===== config.mk =====
export PLATFORM = sky130hd
export DESIGN_NAME = dp_mailbox_irq
export DESIGN_NICKNAME = d
export VERILOG_FILES = /design/src/rtl/dp_mailbox_pkg.sv /design/src/rtl/dp_mailbox_decode.sv /design/src/rtl/dp_mailbox_flag.sv /design/src/rtl/dp_mailbox_irq.sv
export SDC_FILE = /design/constraint.sdc
export NUM_CORES = 1
export LEC_CHECK = 0
export BUFFER_PORTS_ARGS = -buffer_cell sky130_fd_sc_hd__buf_2
export CAP_MARGIN = 20
export CORE_AREA = 2 2 39 41
export CTS_BUF_LIST = sky130_fd_sc_hd__clkbuf_4 sky130_fd_sc_hd__clkbuf_8 sky130_fd_sc_hd__clkbuf_16
export CTS_CLUSTER_DIAMETER = 100
export DETAILED_ROUTE_END_ITERATION = 12
export DIE_AREA = 0 0 41 43
export GPL_TIMING_DRIVEN = 0
export PLACE_DENSITY = 0.45
export SLEW_MARGIN = 20
export SYNTH_ARGS = -nofsm -noshare
export SYNTH_HDL_FRONTEND = slang
export SYNTH_SLANG_ARGS = --single-unit

===== constraint.sdc =====
create_clock -name clk -period 0.8 [get_ports clk]
set_input_delay 0.12 -clock clk [delete_from_list [all_inputs] [get_ports clk]]
set_output_delay 0.12 -clock clk [all_outputs]
set_load 0.02 [all_outputs]

===== src/rtl/dp_mailbox_pkg.sv =====
package dp_mailbox_pkg;
    typedef enum logic {
        FLAG_IDLE   = 1'b0,
        FLAG_RAISED = 1'b1
    } flag_state_e;

    localparam int SIDE_L = 0;
    localparam int SIDE_R = 1;
    localparam int NUM_SIDES = 2;
endpackage


===== src/rtl/dp_mailbox_decode.sv =====
module dp_mailbox_decode #(
    parameter int          ADDR_W   = 10,
    parameter logic [ADDR_W-1:0] OWN_BOX  = '1,
    parameter logic [ADDR_W-1:0] PEER_BOX = '1
) (
    input  logic              ce_n,
    input  logic              rw_n,
    input  logic              oe_n,
    input  logic [ADDR_W-1:0] addr,
    input  logic              busy_n,
    output logic              raise_peer,
    output logic              ack_own
);
    logic enabled;

    always_comb begin
        enabled    = !ce_n && busy_n;
        raise_peer = enabled && !rw_n && (addr == PEER_BOX);
        ack_own    = enabled && !oe_n && (addr == OWN_BOX);
    end
endmodule


===== src/rtl/dp_mailbox_flag.sv =====
module dp_mailbox_flag
    import dp_mailbox_pkg::*;
(
    input  logic clk,
    input  logic rst_n,
    input  logic raise_i,
    input  logic ack_i,
    output logic flag_n_o
);
    flag_state_e state_q, state_d;

    always_comb begin
        state_d = state_q;
        unique case (state_q)
            FLAG_IDLE:   if (raise_i) state_d = FLAG_RAISED;
            FLAG_RAISED: if (ack_i && !raise_i) state_d = FLAG_IDLE;
            default:     state_d = FLAG_IDLE;
        endcase
    end

    always_ff @(posedge clk or negedge rst_n) begin
        if (!rst_n) state_q <= FLAG_IDLE;
        else        state_q <= state_d;
    end

    always_comb begin
        flag_n_o = (state_q != FLAG_RAISED);
    end

    AST_RAISE_LOWERS: assert property (@(posedge clk) disable iff (!rst_n)
        raise_i |=> !flag_n_o);
    AST_ACK_RELEASES: assert property (@(posedge clk) disable iff (!rst_n)
        (ack_i && !raise_i) |=> flag_n_o);
    AST_FLAG_HOLDS: assert property (@(posedge clk) disable iff (!rst_n)
        (!raise_i && !ack_i) |=> $stable(flag_n_o));
endmodule


===== src/rtl/dp_mailbox_irq.sv =====
module dp_mailbox_irq
    import dp_mailbox_pkg::*;
#(
    parameter int ADDR_W = 10
) (
    input  logic              clk,
    input  logic              rst_n,
    input  logic              l_ce_n,
    input  logic              l_rw_n,
    input  logic              l_oe_n,
    input  logic [ADDR_W-1:0] l_addr,
    input  logic              l_busy_n,
    input  logic              r_ce_n,
    input  logic              r_rw_n,
    input  logic              r_oe_n,
    input  logic [ADDR_W-1:0] r_addr,
    input  logic              r_busy_n,
    output logic              irq_l_n,
    output logic              irq_r_n
);
    localparam logic [ADDR_W-1:0] BOX_R = {ADDR_W{1'b1}};
    localparam logic [ADDR_W-1:0] BOX_L = BOX_R - 1'b1;

    logic [NUM_SIDES-1:0]             ce_n, rw_n, oe_n, busy_n;
    logic [NUM_SIDES-1:0][ADDR_W-1:0] addr;
    logic [NUM_SIDES-1:0]             raise_peer, ack_own, flag_n;

    always_comb begin
        ce_n   = {r_ce_n,   l_ce_n};
        rw_n   = {r_rw_n,   l_rw_n};
        oe_n   = {r_oe_n,   l_oe_n};
        busy_n = {r_busy_n, l_busy_n};
        addr[SIDE_L] = l_addr;
        addr[SIDE_R] = r_addr;
    end

    for (genvar s = 0; s < NUM_SIDES; s++) begin : g_side
        localparam logic [ADDR_W-1:0] OWN  = (s == SIDE_L) ? BOX_L : BOX_R;
        localparam logic [ADDR_W-1:0] PEER = (s == SIDE_L) ? BOX_R : BOX_L;

        dp_mailbox_decode #(
            .ADDR_W  (ADDR_W),
            .OWN_BOX (OWN),
            .PEER_BOX(PEER)
        ) u_dec (
            .ce_n      (ce_n[s]),
            .rw_n      (rw_n[s]),
            .oe_n      (oe_n[s]),
            .addr      (addr[s]),
            .busy_n    (busy_n[s]),
            .raise_peer(raise_peer[s]),
            .ack_own   (ack_own[s])
        );

        dp_mailbox_flag u_flag (
            .clk     (clk),
            .rst_n   (rst_n),
            .raise_i (raise_peer[NUM_SIDES-1-s]),
            .ack_i   (ack_own[s]),
            .flag_n_o(flag_n[s])
        );
    end

    always_comb begin
        irq_l_n = flag_n[SIDE_L];
        irq_r_n = flag_n[SIDE_R];
    end

    AST_BUSY_FREEZE: assert property (@(posedge clk) disable iff (!rst_n)
        (!l_busy_n && !r_busy_n) |=> $stable({irq_l_n, irq_r_n}));
    AST_LEFT_RAISE: assert property (@(posedge clk) disable iff (!rst_n)
        (!l_ce_n && !l_rw_n && (l_addr == BOX_R) && l_busy_n) |=> !irq_r_n);
    AST_RIGHT_RAISE: assert property (@(posedge clk) disable iff (!rst_n)
        (!r_ce_n && !r_rw_n && (r_addr == BOX_L) && r_busy_n) |=> !irq_l_n);
endmodule


==> results.toml <==
[setup_path]
cp_cell_sequence = "inv_2 > buf_6"
end_kind = "output port"
crit_path_max_incr_delay_ns = 0.36
worst_setup_path_category = "flip-flop to output port"
crit_fanout = 2
start_point_of_the_critical_path = "g_side[1].u_flag.state_q"
cp_slowest_cell = "sky130_fd_sc_hd__dfrtp_1"
cp.arrival_ns = 0.75
cp_data_required_time_ns = 0.68
timing.rr.start = "g_side[1].u_flag.state_q"
rrSetupSlack_ns = 0.01
setup.worst_path.start_class = "flip-flop"

[final_layout]
regArea_um2 = 50.0
layout-drive-gt1-share_pct = 70.2
number_of_flip_flops_in_the_largest_register = 2
layout-area-overhead-vs-synth_pct = 159
mostFrequentLayoutCells = "sky130_fd_sc_hd__buf_2, sky130_fd_sc_hd__nand4_1, sky130_fd_sc_hd__clkbuf_4, sky130_fd_sc_hd__buf_6, sky130_fd_sc_hd__buf_4"
post-route-util_pct = 29.3
layout_commonest_cell = "sky130_fd_sc_hd__buf_2"
multi_input_area_um2 = 98.8
largest_registers = "g_side.u_flag.state_q: 2 flops"
fill_cells = 161
max_flop_register = "g_side.u_flag.state_q"
antenna_cells = 0
final_nets = 89

[timing]
report.final.setup_viol = 4
final.period_utilization_pct = 109
final_hold_violations = 0
timing_worst_slew_pin_value_ns = 0.314
finalSetupTns_ns = -0.221
max_slew_margin_pct = 78.8
clock.fmax_mhz = 1150
period_minus_slack_ns = 0.871
grt_setup_unrepaired = "true"
finalMaxSlewViolations = 0
skew_ns = 0
setup_slack_ns = -0.0709
fin_hold_ws_ns = 0.0869

[global_route]
grt_pass1_wl_um = 779
vias_in_the_first_global_route = 248
grt_remaining_overflow = 0
grt_max_degree = 3
track_usage_pct = 7.30
grt_antenna_before_repair = 0

[synth]
netlist-cell-type-count = 13
post_synthesis_cells = 19
synth_xor_area_share_pct = 0
synthesis.yosys.warnings = 0
synth.mux.area_fraction_pct = 0
synthSimpleGateAreaFrac_pct = 54.4
post_synth_fa_ha_maj_area_fraction_pct = 0
synth_top_family_by_area = "simple AND/OR/NAND/NOR gates"
postSynthAreaPerCell_um2 = 8.23
synth-compound-area-share_pct = 8.80
ys_seq_area_share_pct = 32.0
postSynthRegisterBits = 2
mappedNetlistArea_um2 = 156
postSynthNetCount = 49

[power]
vdd_ir_drop_max_mv = 0.226
netSwitchingPower_w = 0.0000897
p_int_w = 0.000335
report.power.total_w = 0.000425
pwr-share-comb_pct = 22.4
swShare_pct = 21.1
pwr_density_cell_nw_per_um2 = 1050
power_leakage_nw = 0.209
p_clk_share_pct = 53.3
seq_power_share_pct = 24.3

[hold_path]
worstHoldStart = "r_rw_n"
worstHoldPathType = "input port to flip-flop"

[die]
initial_utilization_pct = 11.3
height_of_the_chip_um = 43
die_x_um = 41
placement_rows = 14
floorplan.die_area_um2 = 1760
floorplan.io_pins = 32
core_um2 = 1380

[placement]
routabilityCongestion = 0.588
port-buffer-count = 31
pre_cts_slack_ns = -0.305

[cts]
clkSlewWorstSetupHoldPaths_ns = 0.03
ctsLongestPathBuffers = 2
cts_buffers = 3
cts.root.buffer_cell = "sky130_fd_sc_hd__clkbuf_4"
tritoncts = "yes"
clock_insertion_delay_worst_skew_ns = 0.23
h-tree-depth = 1
clock-sinks = 2

[routing]
detailedRoute.firstIterationViolations = 0
vias = 305
detailedRoute.firstPassIterationCount = 1
routed_wire_length_per_instance_um = 7.92
wirelength_routed_um = 578
route.detailed.vias_per_inst = 4.18
detail-route-antenna-nets = 0
drc_errors = 0

[status]
outcome = "finished with violations"
failed_checks = "setup timing"

[run]
timing.max_cap.violations = 0
==> kinds of logic (layout without fill, tap and decap cells) <==
group | Yosys count | after routing
buffers and inverters | 2 | 40
AOI/OAI and AO/OA | 2 | 2
and+or+nand+nor | 13 | 13
DFF | 2 | 2
==> layer usage <==
| layer | GRT usage, % | share of wire, % |
|---|---|---|
| met4 | 12.0 | 4.3 |
| met2 | 11.3 | 47 |
| met1 | 6.03 | 35 |
| met5 | 0 | 0 |
| met3 | 0 | 13 |
==> cell usage after synthesis <==
library cell               n  area share, %
sky130_fd_sc_hd__o21ai_0   1            3.2
sky130_fd_sc_hd__o32ai_1   1            5.6
sky130_fd_sc_hd__or3_1     1            4.0
sky130_fd_sc_hd__or2_2     1            4.0
sky130_fd_sc_hd__nand2b_1  1            4.0
sky130_fd_sc_hd__inv_1     2            4.8
sky130_fd_sc_hd__nand3b_1  1            4.8
sky130_fd_sc_hd__nor4_1    2            8.0
sky130_fd_sc_hd__nand4b_1  1            5.6
sky130_fd_sc_hd__dfrtp_1   2             32
sky130_fd_sc_hd__or4_1     1            4.8
sky130_fd_sc_hd__nand3_1   1            3.2
sky130_fd_sc_hd__nand4_1   4             16
==> power by group through the flow <==
stage          Sequential, W  Combinational, W  Clock (W)
3_5_place_dp        0.000104         0.0000871          0
6_report            0.000103         0.0000952   0.000226
5_1_grt             0.000103          0.000106   0.000248
2_1_floorplan       0.000104         0.0000145          0
3_3_place_gp        0.000104         0.0000848          0
4_1_cts             0.000103         0.0000964   0.000235
==> through the flow <==
step	instances	cell area (µm²)
finish	73	405
CTS	72	398
floorplan	19	156
global placement	66	332
global route	73	405
detailed placement	66	332
==> cell type report <==
type	count	area share [%]
clock buffers	3	5.56
flip-flops and latches	2	12.3
repair buffers	35	50.9
multi-input cells	15	24.4
inverters	2	1.85
well taps	16	4.94
==> worst max-delay path: cells and delay by family (launching register included) <==
kind,cells,cell delay (ns)
flops,1,0.36
buf+inv,2,0.17
==> what timing repair did <==
| item | CTS | global route |
|---|---|---|
| gates resized for setup | 8 | 0 |
| endpoints found under the hold margin | 2 | 0 |
| setup buffers | 2 | 1 |
| endpoints found under the setup margin | 4 | 4 |
| hold buffers | 1 | 0 |
==> path summary, 6_finish.rpt <==
kind,endpoint,cells past startpoint
min reg2reg,g_side[0].u_flag.state_q,3
max,irq_r_n,2
max in group asynchronous,g_side[1].u_flag.state_q,2
min,g_side[0].u_flag.state_q,2
min in group asynchronous,g_side[0].u_flag.state_q,2
max reg2reg,g_side[1].u_flag.state_q,4
Power figures use the tool's default switching activity.
